===== src/rtl/spd_gen_pkg.sv =====
package spd_gen_pkg;

   localparam int IMG_BYTES = 64;
   localparam int IMG_AW    = 6;
   localparam int LOG_W     = 5;
   localparam int LAST_DATA = IMG_BYTES - 2;
   localparam int CSUM_IDX  = IMG_BYTES - 1;

   typedef enum logic [1:0] {
      KIND_SDR  = 2'd0,
      KIND_DDR  = 2'd1,
      KIND_DDR2 = 2'd2,
      KIND_BAD  = 2'd3
   } mem_kind_e;

   typedef enum logic [2:0] {
      ST_IDLE,
      ST_NORM,
      ST_SPLIT,
      ST_FORCE,
      ST_FILL,
      ST_SUM
   } build_st_e;

   function automatic logic [LOG_W-1:0] kind_min(mem_kind_e k);
      case (k)
         KIND_DDR:  return LOG_W'(5);
         KIND_DDR2: return LOG_W'(7);
         default:   return LOG_W'(2);
      endcase
   endfunction

   function automatic logic [LOG_W-1:0] kind_max(mem_kind_e k);
      case (k)
         KIND_DDR:  return LOG_W'(12);
         KIND_DDR2: return LOG_W'(14);
         default:   return LOG_W'(9);
      endcase
   endfunction

   function automatic logic [7:0] kind_code(mem_kind_e k);
      case (k)
         KIND_DDR:  return 8'd7;
         KIND_DDR2: return 8'd8;
         default:   return 8'd4;
      endcase
   endfunction

endpackage


===== src/rtl/spd_size_norm.sv =====
module spd_size_norm
   import spd_gen_pkg::*;
#(
   parameter int SIZE_W = 20
) (
   input  mem_kind_e          kind_in,
   input  logic [SIZE_W-1:0]  size_in,
   output logic [LOG_W-1:0]   log_size,
   output logic               cut,
   output logic               reject,
   output mem_kind_e          kind_eff
);

   logic [SIZE_W-1:0] pow_size;

   always_comb begin
      log_size = '0;
      for (int i = 0; i < SIZE_W; i++) begin
         if (size_in[i]) log_size = LOG_W'(i);
      end
      pow_size = SIZE_W'(1) << log_size;
      cut      = (size_in != pow_size);
      reject   = (size_in < SIZE_W'(4)) || (kind_in == KIND_BAD);
      kind_eff = kind_in;
      if (log_size < kind_min(kind_in)) begin
         kind_eff = (log_size >= LOG_W'(5)) ? KIND_DDR : KIND_SDR;
      end
   end

endmodule


===== src/rtl/spd_byte_src.sv =====
module spd_byte_src
   import spd_gen_pkg::*;
(
   input  logic [IMG_AW-1:0] idx,
   input  mem_kind_e         kind,
   input  logic [3:0]        banks,
   input  logic [LOG_W-1:0]  log_size,
   output logic [7:0]        value
);

   logic [15:0] dens_raw;
   logic [7:0]  dens_code;
   logic [7:0]  ddr2_flag;

   always_comb begin
      dens_raw = 16'd1 << (log_size - LOG_W'(2));
      case (kind)
         KIND_DDR2: dens_code = (dens_raw[7:0] & 8'hE0) | (dens_raw[15:8] & 8'h1F);
         KIND_DDR:  dens_code = (dens_raw[7:0] & 8'hF8) | (dens_raw[15:8] & 8'h07);
         default:   dens_code = dens_raw[7:0];
      endcase
      ddr2_flag = (kind == KIND_DDR2) ? 8'd0 : 8'd1;
   end

   always_comb begin
      case (idx)
         6'd0:  value = 8'd128;
         6'd1:  value = 8'd8;
         6'd2:  value = kind_code(kind);
         6'd3:  value = 8'd13;
         6'd4:  value = 8'd10;
         6'd5:  value = (kind == KIND_DDR2) ? {4'd0, banks - 4'd1} : {4'd0, banks};
         6'd6:  value = 8'd64;
         6'd8:  value = 8'd4;
         6'd9:  value = 8'h25;
         6'd10: value = 8'd1;
         6'd12: value = 8'h82;
         6'd13: value = 8'd8;
         6'd15: value = ddr2_flag;
         6'd16: value = 8'd12;
         6'd17: value = 8'd4;
         6'd18: value = 8'd12;
         6'd19: value = ddr2_flag;
         6'd20: value = 8'd2;
         6'd23: value = 8'h12;
         6'd27: value = 8'd20;
         6'd28: value = 8'd15;
         6'd29: value = 8'd20;
         6'd30: value = 8'd45;
         6'd31: value = dens_code;
         6'd32: value = 8'd20;
         6'd33: value = 8'd8;
         6'd34: value = 8'd20;
         6'd35: value = 8'd8;
         default: value = 8'd0;
      endcase
   end

endmodule


===== src/rtl/spd_img_ram.sv =====
module spd_img_ram #(
   parameter int DEPTH   = 64,
   parameter int DW      = 8,
   parameter bit REG_OUT = 1'b1,
   localparam int AW     = $clog2(DEPTH)
) (
   input  logic          clk,
   input  logic          we,
   input  logic [AW-1:0] waddr,
   input  logic [DW-1:0] wdata,
   input  logic [AW-1:0] iaddr,
   output logic [DW-1:0] idata,
   input  logic [AW-1:0] raddr,
   output logic [DW-1:0] rdata
);

   logic [DW-1:0] mem [DEPTH];

   always_ff @(posedge clk) begin
      if (we) mem[waddr] <= wdata;
   end

   assign idata = mem[iaddr];

   generate
      if (REG_OUT) begin : g_reg_out
         always_ff @(posedge clk) rdata <= mem[raddr];
      end else begin : g_comb_out
         assign rdata = mem[raddr];
      end
   endgenerate

endmodule


===== src/rtl/spd_param_gen.sv =====
module spd_param_gen
   import spd_gen_pkg::*;
#(
   parameter int SIZE_W    = 20,
   parameter int MAX_BANKS = 8
) (
   input  logic              clk,
   input  logic              rst_n,
   input  logic              start,
   input  logic [1:0]        mem_kind,
   input  logic [SIZE_W-1:0] size_mb,
   input  logic [5:0]        rd_addr,
   output logic              busy,
   output logic              done,
   output logic              fault,
   output logic              trim,
   output logic [7:0]        rd_data
);

   localparam int CAP_W = SIZE_W + 4;

   generate
      if (SIZE_W < 6 || SIZE_W > 31) begin : g_bad_size_w
         $error("SIZE_W must lie in 6..31");
      end
      if (MAX_BANKS < 2 || MAX_BANKS > 15) begin : g_bad_banks
         $error("MAX_BANKS must lie in 2..15");
      end
   endgenerate

   build_st_e          st_q;
   mem_kind_e          kind_q;
   logic [SIZE_W-1:0]  size_q;
   logic [LOG_W-1:0]   l_q;
   logic [LOG_W-1:0]   l0_q;
   logic [3:0]         banks_q;
   logic [IMG_AW-1:0]  idx_q;
   logic [7:0]         sum_q;

   logic [LOG_W-1:0]   norm_log;
   logic               norm_cut;
   logic               norm_reject;
   mem_kind_e          norm_kind;

   logic [7:0]         fill_byte;
   logic [7:0]         ram_idata;
   logic               ram_we;
   logic [IMG_AW-1:0]  ram_waddr;
   logic [7:0]         ram_wdata;

   logic [CAP_W-1:0]   cap_now;
   logic [CAP_W-1:0]   cap_need;
   logic               can_split;

   spd_size_norm #(.SIZE_W(SIZE_W)) u_norm (
      .kind_in  (kind_q),
      .size_in  (size_q),
      .log_size (norm_log),
      .cut      (norm_cut),
      .reject   (norm_reject),
      .kind_eff (norm_kind)
   );

   spd_byte_src u_bytes (
      .idx      (idx_q),
      .kind     (kind_q),
      .banks    (banks_q),
      .log_size (l_q),
      .value    (fill_byte)
   );

   spd_img_ram #(.DEPTH(IMG_BYTES), .DW(8), .REG_OUT(1'b1)) u_ram (
      .clk   (clk),
      .we    (ram_we),
      .waddr (ram_waddr),
      .wdata (ram_wdata),
      .iaddr (idx_q),
      .idata (ram_idata),
      .raddr (rd_addr),
      .rdata (rd_data)
   );

   always_comb begin
      cap_now   = (CAP_W'(1) << l_q) * CAP_W'(banks_q);
      cap_need  = CAP_W'(1) << l0_q;
      can_split = (l_q > kind_max(kind_q)) && (banks_q < 4'(MAX_BANKS));
   end

   always_comb begin
      ram_we    = 1'b0;
      ram_waddr = idx_q;
      ram_wdata = fill_byte;
      if (st_q == ST_FILL) begin
         ram_we = 1'b1;
      end else if (st_q == ST_SUM && idx_q == IMG_AW'(LAST_DATA)) begin
         ram_we    = 1'b1;
         ram_waddr = IMG_AW'(CSUM_IDX);
         ram_wdata = sum_q + ram_idata;
      end
   end

   assign busy = (st_q != ST_IDLE);

   always_ff @(posedge clk or negedge rst_n) begin
      if (!rst_n) begin
         st_q    <= ST_IDLE;
         kind_q  <= KIND_SDR;
         size_q  <= '0;
         l_q     <= '0;
         l0_q    <= '0;
         banks_q <= 4'd1;
         idx_q   <= '0;
         sum_q   <= '0;
         done    <= 1'b0;
         fault   <= 1'b0;
         trim    <= 1'b0;
      end else begin
         done <= 1'b0;
         case (st_q)
            ST_IDLE: begin
               if (start) begin
                  kind_q <= mem_kind_e'(mem_kind);
                  size_q <= size_mb;
                  fault  <= 1'b0;
                  trim   <= 1'b0;
                  st_q   <= ST_NORM;
               end
            end
            ST_NORM: begin
               if (norm_reject) begin
                  fault <= 1'b1;
                  done  <= 1'b1;
                  st_q  <= ST_IDLE;
               end else begin
                  kind_q  <= norm_kind;
                  l_q     <= norm_log;
                  l0_q    <= norm_log;
                  trim    <= norm_cut;
                  banks_q <= 4'd1;
                  st_q    <= ST_SPLIT;
               end
            end
            ST_SPLIT: begin
               if (can_split) begin
                  l_q     <= l_q - LOG_W'(1);
                  banks_q <= banks_q + 4'd1;
               end else begin
                  if (cap_now < cap_need) trim <= 1'b1;
                  st_q <= ST_FORCE;
               end
            end
            ST_FORCE: begin
               if (banks_q == 4'd1 && l_q > kind_min(kind_q)) begin
                  l_q     <= l_q - LOG_W'(1);
                  banks_q <= 4'd2;
               end
               idx_q <= '0;
               st_q  <= ST_FILL;
            end
            ST_FILL: begin
               if (idx_q == IMG_AW'(LAST_DATA)) begin
                  idx_q <= '0;
                  sum_q <= '0;
                  st_q  <= ST_SUM;
               end else begin
                  idx_q <= idx_q + IMG_AW'(1);
               end
            end
            ST_SUM: begin
               sum_q <= sum_q + ram_idata;
               if (idx_q == IMG_AW'(LAST_DATA)) begin
                  idx_q <= '0;
                  done  <= 1'b1;
                  st_q  <= ST_IDLE;
               end else begin
                  idx_q <= idx_q + IMG_AW'(1);
               end
            end
            default: st_q <= ST_IDLE;
         endcase
      end
   end

endmodule


===== config.mk =====
export PLATFORM = sky130hd
export DESIGN_NAME = spd_param_gen
export DESIGN_NICKNAME = d
export VERILOG_FILES = /design/src/rtl/spd_gen_pkg.sv /design/src/rtl/spd_size_norm.sv /design/src/rtl/spd_byte_src.sv /design/src/rtl/spd_img_ram.sv /design/src/rtl/spd_param_gen.sv
export SDC_FILE = /design/constraint.sdc
export NUM_CORES = 1
export LEC_CHECK = 0
export BUFFER_PORTS_ARGS = -buffer_cell sky130_fd_sc_hd__buf_4
export CAP_MARGIN = 10
export CORE_ASPECT_RATIO = 1.25
export CORE_MARGIN = 2
export CORE_UTILIZATION = 60
export CTS_CLUSTER_SIZE = 14
export DETAILED_ROUTE_END_ITERATION = 8
export PLACE_DENSITY = 0.81
export SLEW_MARGIN = 40
export SYNTH_ARGS = -nofsm -noshare
export SYNTH_HDL_FRONTEND = slang
export SYNTH_HIERARCHICAL = 1
export SYNTH_SLANG_ARGS = --single-unit
export TNS_END_PERCENT = 100

===== constraint.sdc =====
create_clock -name clk -period 6.76 [get_ports clk]
set_input_delay 0.676 -clock clk [delete_from_list [all_inputs] [get_ports clk]]
set_output_delay 0.676 -clock clk [all_outputs]
set_load 0.005 [all_outputs]

==> flow_summary.json, run 1 <==
{
  "final_common_cell": "edfxtp_1",
  "final_util_pct": 66.3,
  "clock_sinks": 576,
  "cp_max_fo": 11,
  "worstSkewPairLatency_ns": 0.65,
  "drive_above_1_share_pct": 24.6,
  "grt_max_degree": 77,
  "initial_core_util_pct": 60.8,
  "drtAntennaViolNets": 0,
  "cp-start-kind": "flip-flop",
  "period_minus_slack_ns": 5.93,
  "drv_slew": 0,
  "fin_nets": 2354,
  "cts.clk_slew.worst_paths_ns": 0.07,
  "final_cell_mix": "edfxtp_1, mux4_2, nand2_1",
  "peakVddDrop_uv": 316,
  "skew_ns": 0.0406,
  "synth_nets": 2353,
  "path_delay_family": "adder cells",
  "final.setup.tns_ns": 0,
  "firstDrtPassIters": 8,
  "dpl.hpwl_mm": 56.4,
  "synth_top_cell_area_share_pct": 48.0,
  "setup-violations-final": 0,
  "outcome": "finished, final reports clean",
  "min_path_type": "input pin to async pin",
  "tritoncts": "built",
  "grt_pass1_vias": 21900,
  "ys_ff_latch": 576,
  "core_mm2": 0.0527,
  "die_w_um": 211,
  "syn-cell-area_mm2": 0.0321,
  "syn_to_final_growth_pct": 9.01,
  "placed_cells": 2815,
  "hold_viol_final": 0,
  "cts_root_buf": "clkbuf_16",
  "syn_avg_cell_area_um2": 14.6,
  "post_cts_buffers": 0,
  "max_freq_ghz": 0.169,
  "synth_top_cell_by_area": "edfxtp_1",
  "period_share_pct": 87.7,
  "vias": 21400,
  "cts_hold_buf": 0,
  "first_iter_violations": 2831,
  "cp-end-kind": "flip-flop",
  "synth_edf_count": 512,
  "rows": 94,
  "cp.arrival_ns": 6.46,
  "die_y_um": 262,
  "critPathSlowestCell": "dfrtp_1",
  "tightest_slew_ns": 0.908,
  "postCtsResizedCells": 0,
  "cts.path.max_buffers": 3,
  "power.density_mw_per_mm2": 340,
  "track_usage_pct": 32.0,
  "synth_area_leaders": "edfxtp_1, mux4_2, dfrtp_1, ha_1, fa_1",
  "cpPeakStageDelay_ns": 0.50,
  "gp_congestion": 0.942,
  "cts_inserted_buffers": 55,
  "cp.required_ns": 7.29,
  "cts_max_level": 2,
  "syn_inst": 2201,
  "antenna_found_initial": 3,
  "final_cells": 2922,
  "cp_cell_sequence": "inv_1 -> ha_1 -> nand2b_1 -> nor3_1 -> nand2_1 -> fa_1 -> fa_1 -> inv_1 -> fa_1 -> a211oi_1 -> o21ai_1 -> nand4_1 -> and2_1 -> nor2_1 -> mux2i_1 -> a221oi_1 -> ha_1 -> nand4_1 -> nor2_1 -> nor2_1 -> a21oi_1 -> a211oi_1 -> a211oi_1 -> nor4_1",
  "path_buf_inv": 2,
  "drv_cap": 0,
  "post_drt_wl_per_cell_um": 29.9,
  "ys_seq_area_share_pct": 52.8,
  "ys.flop_type": "edfxtp_1",
  "async_flop_share_pct": 9.72,
  "hold_ws_ns": 0.00974,
  "wl_mm": 87.5,
  "drc_errors": 0,
  "port_buffers": 42,
  "rsz0062_at_grt": "false",
  "leakage_uw": 0.0120,
  "yosysUniqueCellTypes": 95,
  "grt_pass1_wl_mm": 132,
  "max_slew_margin_pct": 39.3,
  "timing_worst_setup_path_type": "flip-flop to flip-flop",
  "yosys_warnings": 6,
  "r2r_slack_ns": 0.83,
  "dieArea_mm2": 0.0553,
  "ios": 43,
  "grt_overflow": 0,
  "vias_per_cell": 7.31
}
metal layers:
layer	share of wire [%]	GRT usage (%)
met2	50	53.5
met3	10	6.29
met4	6.7	18.6
met1	33	39.1
met5	0.019	0
worst register-to-register path, stage by stage, from the launching register on:
cell      delay, ns
dfrtp_1        0.50
inv_1          0.23
ha_1           0.37
nand2b_1       0.27
nor3_1         0.31
nand2_1        0.12
fa_1           0.49
fa_1           0.50
inv_1          0.07
fa_1           0.42
a211oi_1       0.33
o21ai_1        0.23
nand4_1        0.14
and2_1         0.16
nor2_1         0.07
mux2i_1        0.11
a221oi_1       0.28
ha_1           0.30
nand4_1        0.12
nor2_1         0.06
nor2_1         0.10
a21oi_1        0.09
a211oi_1       0.22
a211oi_1       0.11
nor4_1         0.23
path summary, 6_finish.rpt:
kind,startpoint,endpoint,cells after the start
worst max-delay path,l_q[0],trim,24
worst min-delay path,rst_n,size_q[18],1
worst max register to register,l_q[0],trim,24
worst min register to register,sum_q[2],sum_q[2],2
max in group asynchronous,rst_n,idx_q[1],1
min in group clk,size_mb[13],size_q[13],2
cell usage after synthesis, drive strengths merged (4+ instances only):
master / number
edfxtp: 512
mux4: 270
nor2: 151
nand2: 145
inv: 104
o21ai: 81
ha: 79
buf: 76
a21oi: 72
mux2i: 69
clkbuf: 61
dfrtp: 55
nand3: 51
fa: 42
and2: 34
nor3: 34
mux2: 32
xnor2: 28
o22ai: 27
nor2b: 24
and3: 22
a22oi: 15
nand2b: 14
nor4: 12
nand4: 11
a211oi: 10
a31oi: 10
o21bai: 10
xor2: 10
a21o: 9
a221oi: 9
o211ai: 9
a22o: 8
dfxtp: 8
o221ai: 8
o21a: 7
a2111oi: 5
a211o: 5
a221o: 5
nand3b: 5
o31a: 5
o31ai: 5
or3: 5
nor3b: 4
or4: 4
flip-flops by register name, indices dropped and copies added, names as in the netlist:
name and cells:
u_ram/rdata 8, banks_q 4, fault 1, st_q 3, l_q 5, u_ram/mem 512, idx_q 6, size_q 20
kind_q 2, l0_q 5, done 1, trim 1, sum_q 8
report_power, final:
group | switching [µW] | internal, µW | leakage (µW) | total [µW]
logic | 2320 | 1570 | 0.00566 | 3890
registers | 422 | 4410 | 0.00548 | 4840
clock network | 1390 | 1780 | 0.000889 | 3170
cell type report:
class / count / area [µm²]
Antenna cell: 1 / 2.50
Clock buffer: 70 / 1430
Clock inverter: 34 / 403
Fill cell: 3449 / 17800
Inverter: 104 / 390
Multi-Input combinational cell: 1384 / 14200
Sequential cell: 576 / 17000
Tap cell: 672 / 841
Timing Repair Buffer: 81 / 696
cell families after synthesis:
kind of cell	after synthesis	synth area share [%]
AOI/OAI and AO/OA	320	6.73
buffers and inverters	241	3.29
DFF	576	52.8
xor gates and xnor gates	38	1.04
muxes	371	22.3
and+or+nand+nor	533	8.09
adders and majority gates	122	5.74
per-stage QoR:
| stage | setup slack [ns] | total power, µW | instance area (µm²) |
|---|---|---|---|
| final | 0.832 | 11900 | 34900 |
| after global routing | 0.335 | 12300 | 34900 |
| after CTS | 0.875 | 11800 | 34800 |
| after detailed placement | 0.895 | 8680 | 33000 |
| after global placement | 1.10 | 8520 | 32900 |
| after floorplan | 1.05 | 7560 | 32100 |
No activity file was read; power rests on OpenSTA's default activity.
==> run 2, diff against run 1 <==
HOLD_SLACK_MARGIN = 0.1   (was unset)
==> run 2 against run 1 <==
Utilization hardly changed. Die area stayed put. Register-to-register slack better by 0.04 ns. Cell area is essentially flat. Clock power about the same. Critical path depth unchanged. Highest routed layer unchanged.
==> flow_summary.json, run 2 (same netlist as run 1, synthesis figures left out) <==
{
  "use_met2_pct": 53.5,
  "grt_max_degree": 77,
  "ios": 43,
  "busiest_layer": "met2",
  "drtAntennaViolNets": 0,
  "rows": 94,
  "p_seq_share_pct": 40.7,
  "period_share_pct": 87.1,
  "syn_to_final_growth_pct": 9.03,
  "max_freq_ghz": 0.170,
  "dieArea_mm2": 0.0553,
  "initial_core_util_pct": 60.8,
  "largest_reg_flops": 512,
  "total_power_uw": 11900,
  "cp-start-kind": "flip-flop",
  "track_usage_pct": 32.0,
  "place_area_mm2": 0.0330,
  "drv_cap": 0,
  "cp.required_ns": 7.29,
  "cts_max_level": 2,
  "dpl.hpwl_mm": 56.4,
  "power.density_mw_per_mm2": 340,
  "first_iter_violations": 2944,
  "drc_errors": 0,
  "met1_usage_pct": 39.1,
  "cp.arrival_ns": 6.42,
  "p_sw_uw": 4130,
  "power_frac_comb_pct": 32.7,
  "post_cts_buffers": 0,
  "port_buffers": 42,
  "timing_worst_setup_path_type": "flip-flop to flip-flop",
  "cp-end-kind": "flip-flop",
  "tightest_slew_ns": 0.897,
  "final_common_cell": "edfxtp_1",
  "wl_mm": 87.7,
  "grt_pass1_vias": 21900,
  "top_register": "u_ram/mem",
  "peakVddDrop_uv": 318,
  "outcome": "finished, final reports clean",
  "clock_sinks": 576,
  "core_mm2": 0.0527,
  "grt_overflow": 0,
  "grt_pass1_wl_mm": 132,
  "cts_inserted_buffers": 55,
  "p_sw_share_pct": 34.7,
  "vias_per_cell": 7.30,
  "p_int_uw": 7770,
  "cts.clk_slew.worst_paths_ns": 0.07,
  "die_y_um": 262,
  "max_slew_margin_pct": 40.0,
  "period_minus_slack_ns": 5.89,
  "final_util_pct": 66.3,
  "die_w_um": 211,
  "vias": 21300,
  "tritoncts": "built",
  "drv_slew": 0,
  "min_path_type": "input pin to flip-flop",
  "final.setup.tns_ns": 0,
  "postCtsResizedCells": 0,
  "worstSkewPairLatency_ns": 0.64,
  "leakage_uw": 0.0120,
  "setup-violations-final": 0,
  "reg_top3": "u_ram/mem: 512 flops, size_q: 20 flops",
  "cts_root_buf": "clkbuf_16",
  "drive_above_1_share_pct": 24.6,
  "fin_nets": 2355,
  "hold_viol_final": 0,
  "diodes": 0,
  "stdcell_area_mm2": 0.0349,
  "rsz0062_at_grt": "false",
  "gr-usage-met3_pct": 6.29,
  "skew_ns": 0.0336,
  "clockPowerShare_pct": 26.6,
  "firstDrtPassIters": 6,
  "gp_congestion": 0.942,
  "cts.path.max_buffers": 3,
  "post_drt_wl_per_cell_um": 30.0,
  "antenna_found_initial": 3,
  "cp_max_fo": 11,
  "final_cell_mix": "edfxtp_1, mux4_2, nand2_1"
}
-- run 2: cell count changes in the layout (fill, tap and decap cells not counted) --
cell	before	now
diode_2	1	0
dlygate4sd3_1	0	1
-- run 2: layout make-up --
| cell class | instances | area, µm² |
|---|---|---|
| clock inverter | 34 | 403 |
| timing repair buffer | 82 | 706 |
| multi-input combinational | 1384 | 14200 |
| sequential | 576 | 17000 |
| inverter | 104 | 390 |
| clock buffer | 70 | 1430 |
| fill | 3447 | 17700 |
| tap | 672 | 841 |
-- run 2: path summary, 6_finish.rpt --
check	startpoint	to	slack, ns	cells after the start
max	l_q[0]	trim	0.87	24
min	size_mb[13]	size_q[13]	0.27	2
max reg2reg	l_q[0]	trim	0.87	24
min reg2reg	sum_q[0]	sum_q[0]	0.51	1
max in group asynchronous	rst_n	idx_q[1]	5.73	2
min in group asynchronous	rst_n	size_q[18]	0.58	2
-- run 2: through the flow --
step | std cells | hold WS (ns) | setup slack, ns
final | 2922 | 0.265 | 0.875
after global routing | 2922 | 0.261 | 0.335
after CTS | 2919 | 0.135 | 0.875
after detailed placement | 2815 | 0.488 | 0.895
after global placement | 2815 | 0.483 | 1.10
after floorplan | 2201 | 0.380 | 1.05
-- run 2: power groups by stage --
stage | Combinational (µW) | Sequential [µW] | Clock, µW
after floorplan | 2890 | 4670 | 0
after global placement | 3590 | 4920 | 0
after detailed placement | 3740 | 4930 | 0
after CTS | 3770 | 4870 | 3170
after global routing | 4170 | 4870 | 3310
final | 3900 | 4840 | 3170
-- run 2: repair_timing --
action                                 4_1_cts  5_1_grt
setup endpoints to repair                    0        0
endpoints found under the hold margin        0       55
hold buffers                                 0        1
-- run 2: worst max-delay path, stage by stage (launching register included) --
cell and delay (ns):
dfrtp_1 0.49, inv_1 0.23, ha_1 0.36, nand2b_1 0.26, nor3_1 0.29, nand2_1 0.12
fa_1 0.49, fa_1 0.50, inv_1 0.07, fa_1 0.42, a211oi_1 0.33, o21ai_1 0.23
nand4_1 0.14, and2_1 0.16, nor2_1 0.06, mux2i_1 0.11, a221oi_1 0.28, ha_1 0.30
nand4_1 0.12, nor2_1 0.06, nor2_1 0.10, a21oi_1 0.09, a211oi_1 0.22, a211oi_1 0.11
nor4_1 0.23
-- run 2: per-layer routing --
metal	share of wire, %	vias up
met4	6.9	4
met5	0.018	-
met1	33	10600
met2	50	1632
li1	-	8673
met3	10	415
